<file path="src/rtl/vpr_pkg.sv">
package vpr_pkg;

   typedef enum logic [2:0] {
      ST_IDLE,
      ST_OPEN,
      ST_DELAY,
      ST_INIT,
      ST_BURST,
      ST_FINISH,
      ST_NEXT
   } seq_state_e;

   function automatic int cnt_width(input int max_val);
      return $clog2(max_val + 1);
   endfunction

endpackage

</file>
<file path="src/rtl/vpr_skid_fifo.sv">
module vpr_skid_fifo #(
   parameter int W     = 96,
   parameter int DEPTH = 4,
   localparam int PTR_W = (DEPTH > 1) ? $clog2(DEPTH) : 1,
   localparam int CNT_W = $clog2(DEPTH + 1)
) (
   input  logic             clk,
   input  logic             rst_n,
   input  logic             push,
   input  logic [W-1:0]     push_data,
   input  logic             pop,
   output logic [W-1:0]     pop_data,
   output logic             empty,
   output logic [CNT_W-1:0] count
);

   logic [W-1:0]     store_q [DEPTH];
   logic [PTR_W-1:0] wr_ptr_q, rd_ptr_q, wr_nxt, rd_nxt;
   logic [CNT_W-1:0] cnt_q;

   generate
      if ((DEPTH & (DEPTH - 1)) == 0) begin : g_wrap_pow2
         assign wr_nxt = wr_ptr_q + PTR_W'(1);
         assign rd_nxt = rd_ptr_q + PTR_W'(1);
      end else begin : g_wrap_cmp
         assign wr_nxt = (wr_ptr_q == PTR_W'(DEPTH - 1)) ? '0 : wr_ptr_q + PTR_W'(1);
         assign rd_nxt = (rd_ptr_q == PTR_W'(DEPTH - 1)) ? '0 : rd_ptr_q + PTR_W'(1);
      end
   endgenerate

   always_ff @(posedge clk) begin
      if (push) store_q[wr_ptr_q] <= push_data;
   end

   always_ff @(posedge clk) begin
      if (!rst_n) begin
         wr_ptr_q <= '0;
         rd_ptr_q <= '0;
         cnt_q    <= '0;
      end else begin
         if (push) wr_ptr_q <= wr_nxt;
         if (pop)  rd_ptr_q <= rd_nxt;
         case ({push, pop})
            2'b10:   cnt_q <= cnt_q + CNT_W'(1);
            2'b01:   cnt_q <= cnt_q - CNT_W'(1);
            default: cnt_q <= cnt_q;
         endcase
      end
   end

   assign pop_data = store_q[rd_ptr_q];
   assign empty    = (cnt_q == '0);
   assign count    = cnt_q;

   assert_no_overflow_R7: assert property (@(posedge clk) disable iff (!rst_n)
      push |-> (cnt_q < CNT_W'(DEPTH)));

   assert_no_underflow_R5: assert property (@(posedge clk) disable iff (!rst_n)
      pop |-> (cnt_q != '0));

endmodule

</file>
<file path="src/rtl/vpr_credit.sv">
module vpr_credit #(
   parameter int DEPTH = 4,
   localparam int CNT_W = $clog2(DEPTH + 1)
) (
   input  logic             clk,
   input  logic             rst_n,
   input  logic             issue,
   input  logic             retire,
   input  logic [CNT_W-1:0] fifo_count,
   output logic             credit_ok,
   output logic             drained
);

   logic [CNT_W-1:0] outst_q;
   logic [CNT_W:0]   in_flight;

   assign in_flight = {1'b0, outst_q} + {1'b0, fifo_count};
   assign credit_ok = (in_flight < (CNT_W + 1)'(DEPTH));
   assign drained   = (in_flight == '0);

   always_ff @(posedge clk) begin
      if (!rst_n) begin
         outst_q <= '0;
      end else begin
         case ({issue, retire})
            2'b10:   outst_q <= outst_q + CNT_W'(1);
            2'b01:   outst_q <= outst_q - CNT_W'(1);
            default: outst_q <= outst_q;
         endcase
      end
   end

   assert_credit_bound_R7: assert property (@(posedge clk) disable iff (!rst_n)
      in_flight <= (CNT_W + 1)'(DEPTH));

   assert_retire_has_owner_R5: assert property (@(posedge clk) disable iff (!rst_n)
      retire |-> (outst_q != '0));

endmodule

</file>
<file path="src/rtl/vpr_ctrl.sv">
module vpr_ctrl
   import vpr_pkg::*;
#(
   parameter int ADDR_W = 16,
   parameter int LEN_W  = 11,
   parameter int DLY_W  = 8
) (
   input  logic              clk,
   input  logic              rst_n,
   input  logic [ADDR_W-1:0] cfg_base_addr,
   input  logic [LEN_W-1:0]  cfg_page_len,
   input  logic [DLY_W-1:0]  cfg_start_dly,
   input  logic              cfg_loop,
   input  logic              page_avail,
   input  logic              credit_ok,
   input  logic              drained,
   input  logic              rd_ready,
   output logic              rd_req,
   output logic [ADDR_W-1:0] rd_addr,
   output logic              done
);

   seq_state_e        state_q;
   logic [ADDR_W-1:0] base_q, addr_q;
   logic [LEN_W-1:0]  len_q, left_q;
   logic [DLY_W-1:0]  dly_cfg_q, dly_q;
   logic              done_q;
   logic              fire;

   assign rd_req  = (state_q == ST_BURST) && credit_ok;
   assign fire    = rd_req && rd_ready;
   assign rd_addr = addr_q;
   assign done    = done_q;

   always_ff @(posedge clk) begin
      if (!rst_n) begin
         state_q   <= ST_IDLE;
         base_q    <= '0;
         addr_q    <= '0;
         len_q     <= '0;
         left_q    <= '0;
         dly_cfg_q <= '0;
         dly_q     <= '0;
         done_q    <= 1'b0;
      end else begin
         done_q <= 1'b0;
         case (state_q)
            ST_IDLE: begin
               if (page_avail) begin
                  base_q    <= cfg_base_addr;
                  len_q     <= cfg_page_len;
                  dly_cfg_q <= cfg_start_dly;
                  state_q   <= ST_OPEN;
               end
            end
            ST_OPEN: begin
               if (dly_cfg_q == '0) begin
                  state_q <= ST_INIT;
               end else begin
                  dly_q   <= dly_cfg_q;
                  state_q <= ST_DELAY;
               end
            end
            ST_DELAY: begin
               if (dly_q == DLY_W'(1)) state_q <= ST_INIT;
               else                    dly_q   <= dly_q - DLY_W'(1);
            end
            ST_INIT: begin
               addr_q  <= base_q;
               left_q  <= len_q;
               state_q <= ST_BURST;
            end
            ST_BURST: begin
               if (fire) begin
                  addr_q <= addr_q + ADDR_W'(1);
                  left_q <= left_q - LEN_W'(1);
                  if (left_q == LEN_W'(1)) state_q <= ST_FINISH;
               end
            end
            ST_FINISH: begin
               if (drained) state_q <= ST_NEXT;
            end
            ST_NEXT: begin
               if (cfg_loop) begin
                  state_q <= ST_OPEN;
               end else begin
                  state_q <= ST_IDLE;
                  done_q  <= 1'b1;
               end
            end
            default: state_q <= ST_IDLE;
         endcase
      end
   end

   assert_avail_gate_R2: assert property (@(posedge clk) disable iff (!rst_n)
      ($past(state_q) == ST_IDLE && state_q != ST_IDLE) |-> $past(page_avail));

   assert_burst_entry_R3: assert property (@(posedge clk) disable iff (!rst_n)
      (state_q == ST_BURST && $past(state_q) != ST_BURST) |-> ($past(state_q) == ST_INIT));

   assert_done_after_drain_R9: assert property (@(posedge clk) disable iff (!rst_n)
      done_q |-> drained);

   assert_burst_count_live_R4: assert property (@(posedge clk) disable iff (!rst_n)
      (state_q == ST_BURST) |-> (left_q != '0));

endmodule

</file>
<file path="src/rtl/vec_page_reader.sv">
module vec_page_reader
   import vpr_pkg::*;
#(
   parameter int VEC_W      = 96,
   parameter int ADDR_W     = 16,
   parameter int MAX_LEN    = 1024,
   parameter int DLY_W      = 8,
   parameter int SKID_DEPTH = 4,
   localparam int LEN_W     = cnt_width(MAX_LEN),
   localparam int CNT_W     = $clog2(SKID_DEPTH + 1)
) (
   input  logic              clk,
   input  logic              rst_n,
   input  logic [ADDR_W-1:0] cfg_base_addr,
   input  logic [LEN_W-1:0]  cfg_page_len,
   input  logic [DLY_W-1:0]  cfg_start_dly,
   input  logic              cfg_loop,
   input  logic              page_avail,
   output logic              mem_rd_req,
   output logic [ADDR_W-1:0] mem_rd_addr,
   input  logic              mem_rd_ready,
   input  logic              mem_rd_valid,
   input  logic [VEC_W-1:0]  mem_rd_data,
   output logic              buf_wr_en,
   output logic [VEC_W-1:0]  buf_wr_data,
   input  logic              buf_full,
   output logic              seq_done
);

   generate
      if (SKID_DEPTH < 2) begin : g_bad_depth
         $error("vec_page_reader: SKID_DEPTH must be at least 2");
      end
      if (MAX_LEN < 1) begin : g_bad_len
         $error("vec_page_reader: MAX_LEN must be at least 1");
      end
      if (VEC_W < 1 || ADDR_W < 1 || DLY_W < 1) begin : g_bad_width
         $error("vec_page_reader: widths must be positive");
      end
   endgenerate

   logic             credit_ok, drained, fifo_empty, fire;
   logic [CNT_W-1:0] fifo_count;

   assign fire      = mem_rd_req && mem_rd_ready;
   assign buf_wr_en = !fifo_empty && !buf_full;

   vpr_ctrl #(
      .ADDR_W (ADDR_W),
      .LEN_W  (LEN_W),
      .DLY_W  (DLY_W)
   ) i_ctrl (
      .clk           (clk),
      .rst_n         (rst_n),
      .cfg_base_addr (cfg_base_addr),
      .cfg_page_len  (cfg_page_len),
      .cfg_start_dly (cfg_start_dly),
      .cfg_loop      (cfg_loop),
      .page_avail    (page_avail),
      .credit_ok     (credit_ok),
      .drained       (drained),
      .rd_ready      (mem_rd_ready),
      .rd_req        (mem_rd_req),
      .rd_addr       (mem_rd_addr),
      .done          (seq_done)
   );

   vpr_credit #(
      .DEPTH (SKID_DEPTH)
   ) i_credit (
      .clk        (clk),
      .rst_n      (rst_n),
      .issue      (fire),
      .retire     (mem_rd_valid),
      .fifo_count (fifo_count),
      .credit_ok  (credit_ok),
      .drained    (drained)
   );

   vpr_skid_fifo #(
      .W     (VEC_W),
      .DEPTH (SKID_DEPTH)
   ) i_fifo (
      .clk       (clk),
      .rst_n     (rst_n),
      .push      (mem_rd_valid),
      .push_data (mem_rd_data),
      .pop       (buf_wr_en),
      .pop_data  (buf_wr_data),
      .empty     (fifo_empty),
      .count     (fifo_count)
   );

   assert_req_hold_R8: assert property (@(posedge clk) disable iff (!rst_n)
      (mem_rd_req && !mem_rd_ready) |=> (mem_rd_req && $stable(mem_rd_addr)));

   assert_no_write_when_full_R6: assert property (@(posedge clk) disable iff (!rst_n)
      buf_full |-> !buf_wr_en);

   assert_done_pulse_R9: assert property (@(posedge clk) disable iff (!rst_n)
      seq_done |=> !seq_done);

   assert_legal_len_R11: assert property (@(posedge clk) disable iff (!rst_n)
      page_avail |-> (cfg_page_len != '0 && cfg_page_len <= LEN_W'(MAX_LEN)));

endmodule

</file>
<file path="config.mk">
export PLATFORM = sky130hd
export DESIGN_NAME = vec_page_reader
export DESIGN_NICKNAME = d
export VERILOG_FILES = /design/src/rtl/vpr_pkg.sv /design/src/rtl/vpr_skid_fifo.sv /design/src/rtl/vpr_credit.sv /design/src/rtl/vpr_ctrl.sv /design/src/rtl/vec_page_reader.sv
export SDC_FILE = /design/constraint.sdc
export NUM_CORES = 1
export LEC_CHECK = 0
export ABC_AREA = 1
export BUFFER_PORTS_ARGS = -buffer_cell sky130_fd_sc_hd__clkbuf_2
export CAP_MARGIN = 10
export CORE_MARGIN = 3
export CORE_UTILIZATION = 52
export DETAILED_ROUTE_END_ITERATION = 16
export PLACE_DENSITY = 0.77
export RECOVER_POWER = 100
export SLEW_MARGIN = 5
export SYNTH_ARGS = -nofsm -noshare
export SYNTH_HDL_FRONTEND = slang
export SYNTH_SLANG_ARGS = --single-unit
</file>
<file path="constraint.sdc">
create_clock -name clk -period 2.9 [get_ports clk]
set_input_delay 0.145 -clock clk [delete_from_list [all_inputs] [get_ports clk]]
set_output_delay 0.145 -clock clk [all_outputs]
set_load 0.005 [all_outputs]
</file>
==> metrics list <==
- Final non-filler cell total: 2,447
- Flip-flop and latch count after synthesis: 470
- Die Area: 38,000 um2
- Failing checks: capacitance limit, slew limit
* Antenna Nets Post-Route: 0
- Wire length after detailed routing: 44.0 mm
* Vias per std cell: 5.48
* Number of DRC markers after the initial detailed-route iteration: 813
* Routed wire per std cell: 18.0 um
- Detailed-routing iteration count for the pre-antenna-repair pass: 5
- Starting density of the core: 53.3%
* Via count of the first global-routing pass: 13,299
* Post-placement cell area: 20,300 um2
- Dividing the synthesized area by the synthesized cell count gives 11.7 um2.
- The initial antenna violation count came to 2.
- Hold Crit Depth: 4
- The most used flip-flop cell after synthesis is edfxtp_1.
- The final-report max-slew violation count came to 160.
- The routed design could run at a clock period as short as 2640 ps.
- Chip Height: 195 um
- Syn. warnings: 0
- Clock latency on the worst-skew pair: 590 ps
- Cell at the root of the clock tree: clkbuf_16
- Most frequent cell after synthesis: edfxtp_1
* Post-detail-place hpwl: 24.1 mm
- Placed Cells: 2,226
- Across the run, the number of max-cap violations was 2.
- In the final layout, flip-flops and latches occupy 13,300 um2.
- Crit share post-route: 90.9%
* Clock skew: 12.5 ps
- Share of layout cells above drive strength 1: 9.49%
* Number of cell instances on the worst register-to-register path: 12
- Core ar.: 34,900 um2
- Area fraction of the dominant cell type after synthesis: 62.0%
- Maximum buffer depth of the clock tree: 3
- Number of levels in the clock H-tree: 2
* Post-synthesis cell type with the largest combined area: edfxtp_1
* Slew @ Worst Pin: 1850 ps
- Type of the tightest min-delay check: in2reg
- Peak ir drop on the vdd network: 0.000705 V
* Share of flip-flops with an asynchronous set or reset after synthesis: 0%
- Worst slew slack as a fraction of its limit: -23.3%
* Area Growth Syn to Fin: 22.6%
- Worst Setup Start Kind: flip-flop
* Multi-input gate area in the final layout: 4560 um2
- Summing over every cut layer, the via total after detailed routing is 13,421.
- Share of synthesized area occupied by flip-flops and latches: 71.3%
- After clock tree synthesis, the clock-pin slew on the worst setup and hold paths is 50 ps.
- Number of buffers added on ports: 252
- Inserted Clock Buffers: 47
- Status: finished with violations
- Setup repair after global routing left no endpoint under its margin.
* Total setup violations reported at the end of the flow: 0
* Post-synth EDFFs: 384
- Die boundary width: 195 um
* Top post-synthesis cells by area: edfxtp_1 (62%), dfxtp_1 (9.3%), o21ai_0 (7.5%)
- The netlist uses 41 different library cells.
- Counting the fill cells in the layout gives 2,598.
- Post-Synthesis Cells: 1,587
* Maximum clock rate: 0.379 GHz
* GR Overflow Total: 0
- Summing all non-filler instances in the final layout gives an area of 22,800 um2.
- For this design the top-level I/O count stands at 253.
- Worst setup path class: reg2out
- The tree built by TritonCTS fans out to 470 sinks.
* Setup TNS: 0 ps
- The first global-routing pass estimated 69.8 mm of wire.
* Critical Path End Type: primary output
- Leakage: 8.06 nW
- Core Rows: 68
- Hold violation count in the final report: 0
- Number of remaining DRC errors: 0
- Power spread over the standard cell area amounts to 778 nW/um2.
- Entering global routing, the biggest net connects 193 pins.
- STA puts the critical path data arrival time at 2490 ps.
* Overall global routing resource usage: 22.8%
- Summing internal, switching and leakage power gives 17.7 mW.
* GPL Wtd Cong: 0.846
- Along the worst path, the maximum fanout reaches 192.
* Syn nets: 1,742
- The commonest cells after synthesis are edfxtp_1 (384), o21ai_0 (279), nor2_1 (263), nand2_1 (124), o22ai_1 (99).
- The net count of the finished layout is 2,109.
- Clock tree from TritonCTS: done
* Synthesized area: 18,600 um2
- Required time worst endpoint: 2760 ps
==> per-stage QoR <==
| stage | setup slack, ps | util, % | hold WS, ps |
|---|---|---|---|
| after floorplan | 7.19 | - | 222 |
| after global placement | 454 | 58.3 | 336 |
| after detailed placement | 418 | 58.3 | 354 |
| after CTS | 402 | 66.3 | 37.5 |
| after global routing | 144 | 65.3 | 102 |
| final | 263 | 65.3 | 73.1 |
==> repair_timing <==
item                      4_1_cts  5_1_grt
resized for setup               0        0
hold endpoints to repair      426        0
hold buffers                  134        0
setup buffers                   0        0
==> cell usage in the layout, fill, tap and decap left out, types with 2 or more instances in the layout <==
cell type	Yosys	final
inv_4	1	3
nand4_1	5	5
clkbuf_1	69	180
clkbuf_4	0	2
or2_2	3	3
o22ai_1	99	99
nor2_1	263	264
edfxtp_1	384	384
nor2_2	2	2
ha_1	14	14
buf_4	3	6
xor2_1	3	3
inv_1	93	88
nand2_2	2	2
o21ai_0	279	285
dlygate4sd3_1	0	134
a21oi_2	6	5
nand2_1	124	124
buf_1	2	3
a21oi_1	72	73
clkinv_2	0	11
nand2_4	2	2
clkbuf_2	0	85
fa_1	3	3
dfxtp_1	86	85
nor3_1	5	5
inv_6	1	3
clkinv_1	0	11
xnor2_1	2	2
bufinv_16	0	2
buf_12	0	5
a31oi_1	3	3
clkinvlp_2	0	3
nand3b_1	2	2
nand3_1	28	30
clkbuf_16	0	47
==> final timing paths <==
path / startpoint / end / slack (ps)
setup / recovery: flip-flop / buf_wr_data[47] / 260
hold / removal: mem_rd_ready / i_credit.outst_q[0]$_SDFFE_PN0P_ / 70
setup reg to reg: i_fifo.count[0]$_SDFFE_PN0P_ / i_credit.outst_q[1]$_SDFFE_PN0P_ / 430
hold reg to reg: i_ctrl.base_q[0]$_SDFFE_PN0P_ / i_ctrl.base_q[0]$_SDFFE_PN0P_ / 450
==> metal layers <==
layer  GRT usage (%)  vias up  wire, um
li1                -     6411         -
met1            28.4     6457     17600
met2            39.0      478     21900
met3            6.50       73      3480
met4            6.60        2      1070
met5               0        -         7
==> logic make-up (layout without fill, tap and decap cells) <==
| kind of cell | after synthesis | count (layout) | synth area share, % |
|---|---|---|---|
| other | 0 | 1 | 0 |
| adder cells (fa/ha/maj) | 17 | 17 | 1.27 |
| AO/OA/AOI/OAI | 470 | 470 | 13.7 |
| flip-flops | 470 | 470 | 71.3 |
| AND/OR/NAND/NOR | 441 | 441 | 9.55 |
| XOR/XNOR | 5 | 5 | 0.236 |
| buffers and inverters | 184 | 588 | 4.00 |
==> critical path, cell delays in order (launching register included) <==
cell      delay [ps]
dfxtp_1          410
buf_12           470
o21ai_0          330
o22ai_1          310
clkbuf_1         160
==> flip-flops by register name (all words and copies together), names as in the netlist, 8 cells and up, named ones only <==
| register | count |
|---|---|
| i_fifo.store_q | 384 |
| i_ctrl.base_q | 16 |
| i_ctrl.rd_addr | 16 |
| i_ctrl.left_q | 11 |
| i_ctrl.len_q | 11 |
| i_ctrl.dly_cfg_q | 8 |
| i_ctrl.dly_q | 8 |
==> final cells by class <==
class	instances	share of cell area (%)
Sequential cell	470	58.2
Multi-Input combinational cell	933	20.0
Timing Repair Buffer	406	11.3
Clock buffer	56	5.31
Tap cell	455	2.50
Inverter	96	1.65
Clock inverter	30	1.04
Antenna cell	1	0.0110
==> power breakdown <==
part | switching (mW) | leakage (nW) | internal, mW
logic | 2.55 | 3.12 | 1.34
registers | 0.291 | 4.23 | 7.87
clock network | 2.51 | 0.710 | 3.18
Power figures use the tool's default switching activity.
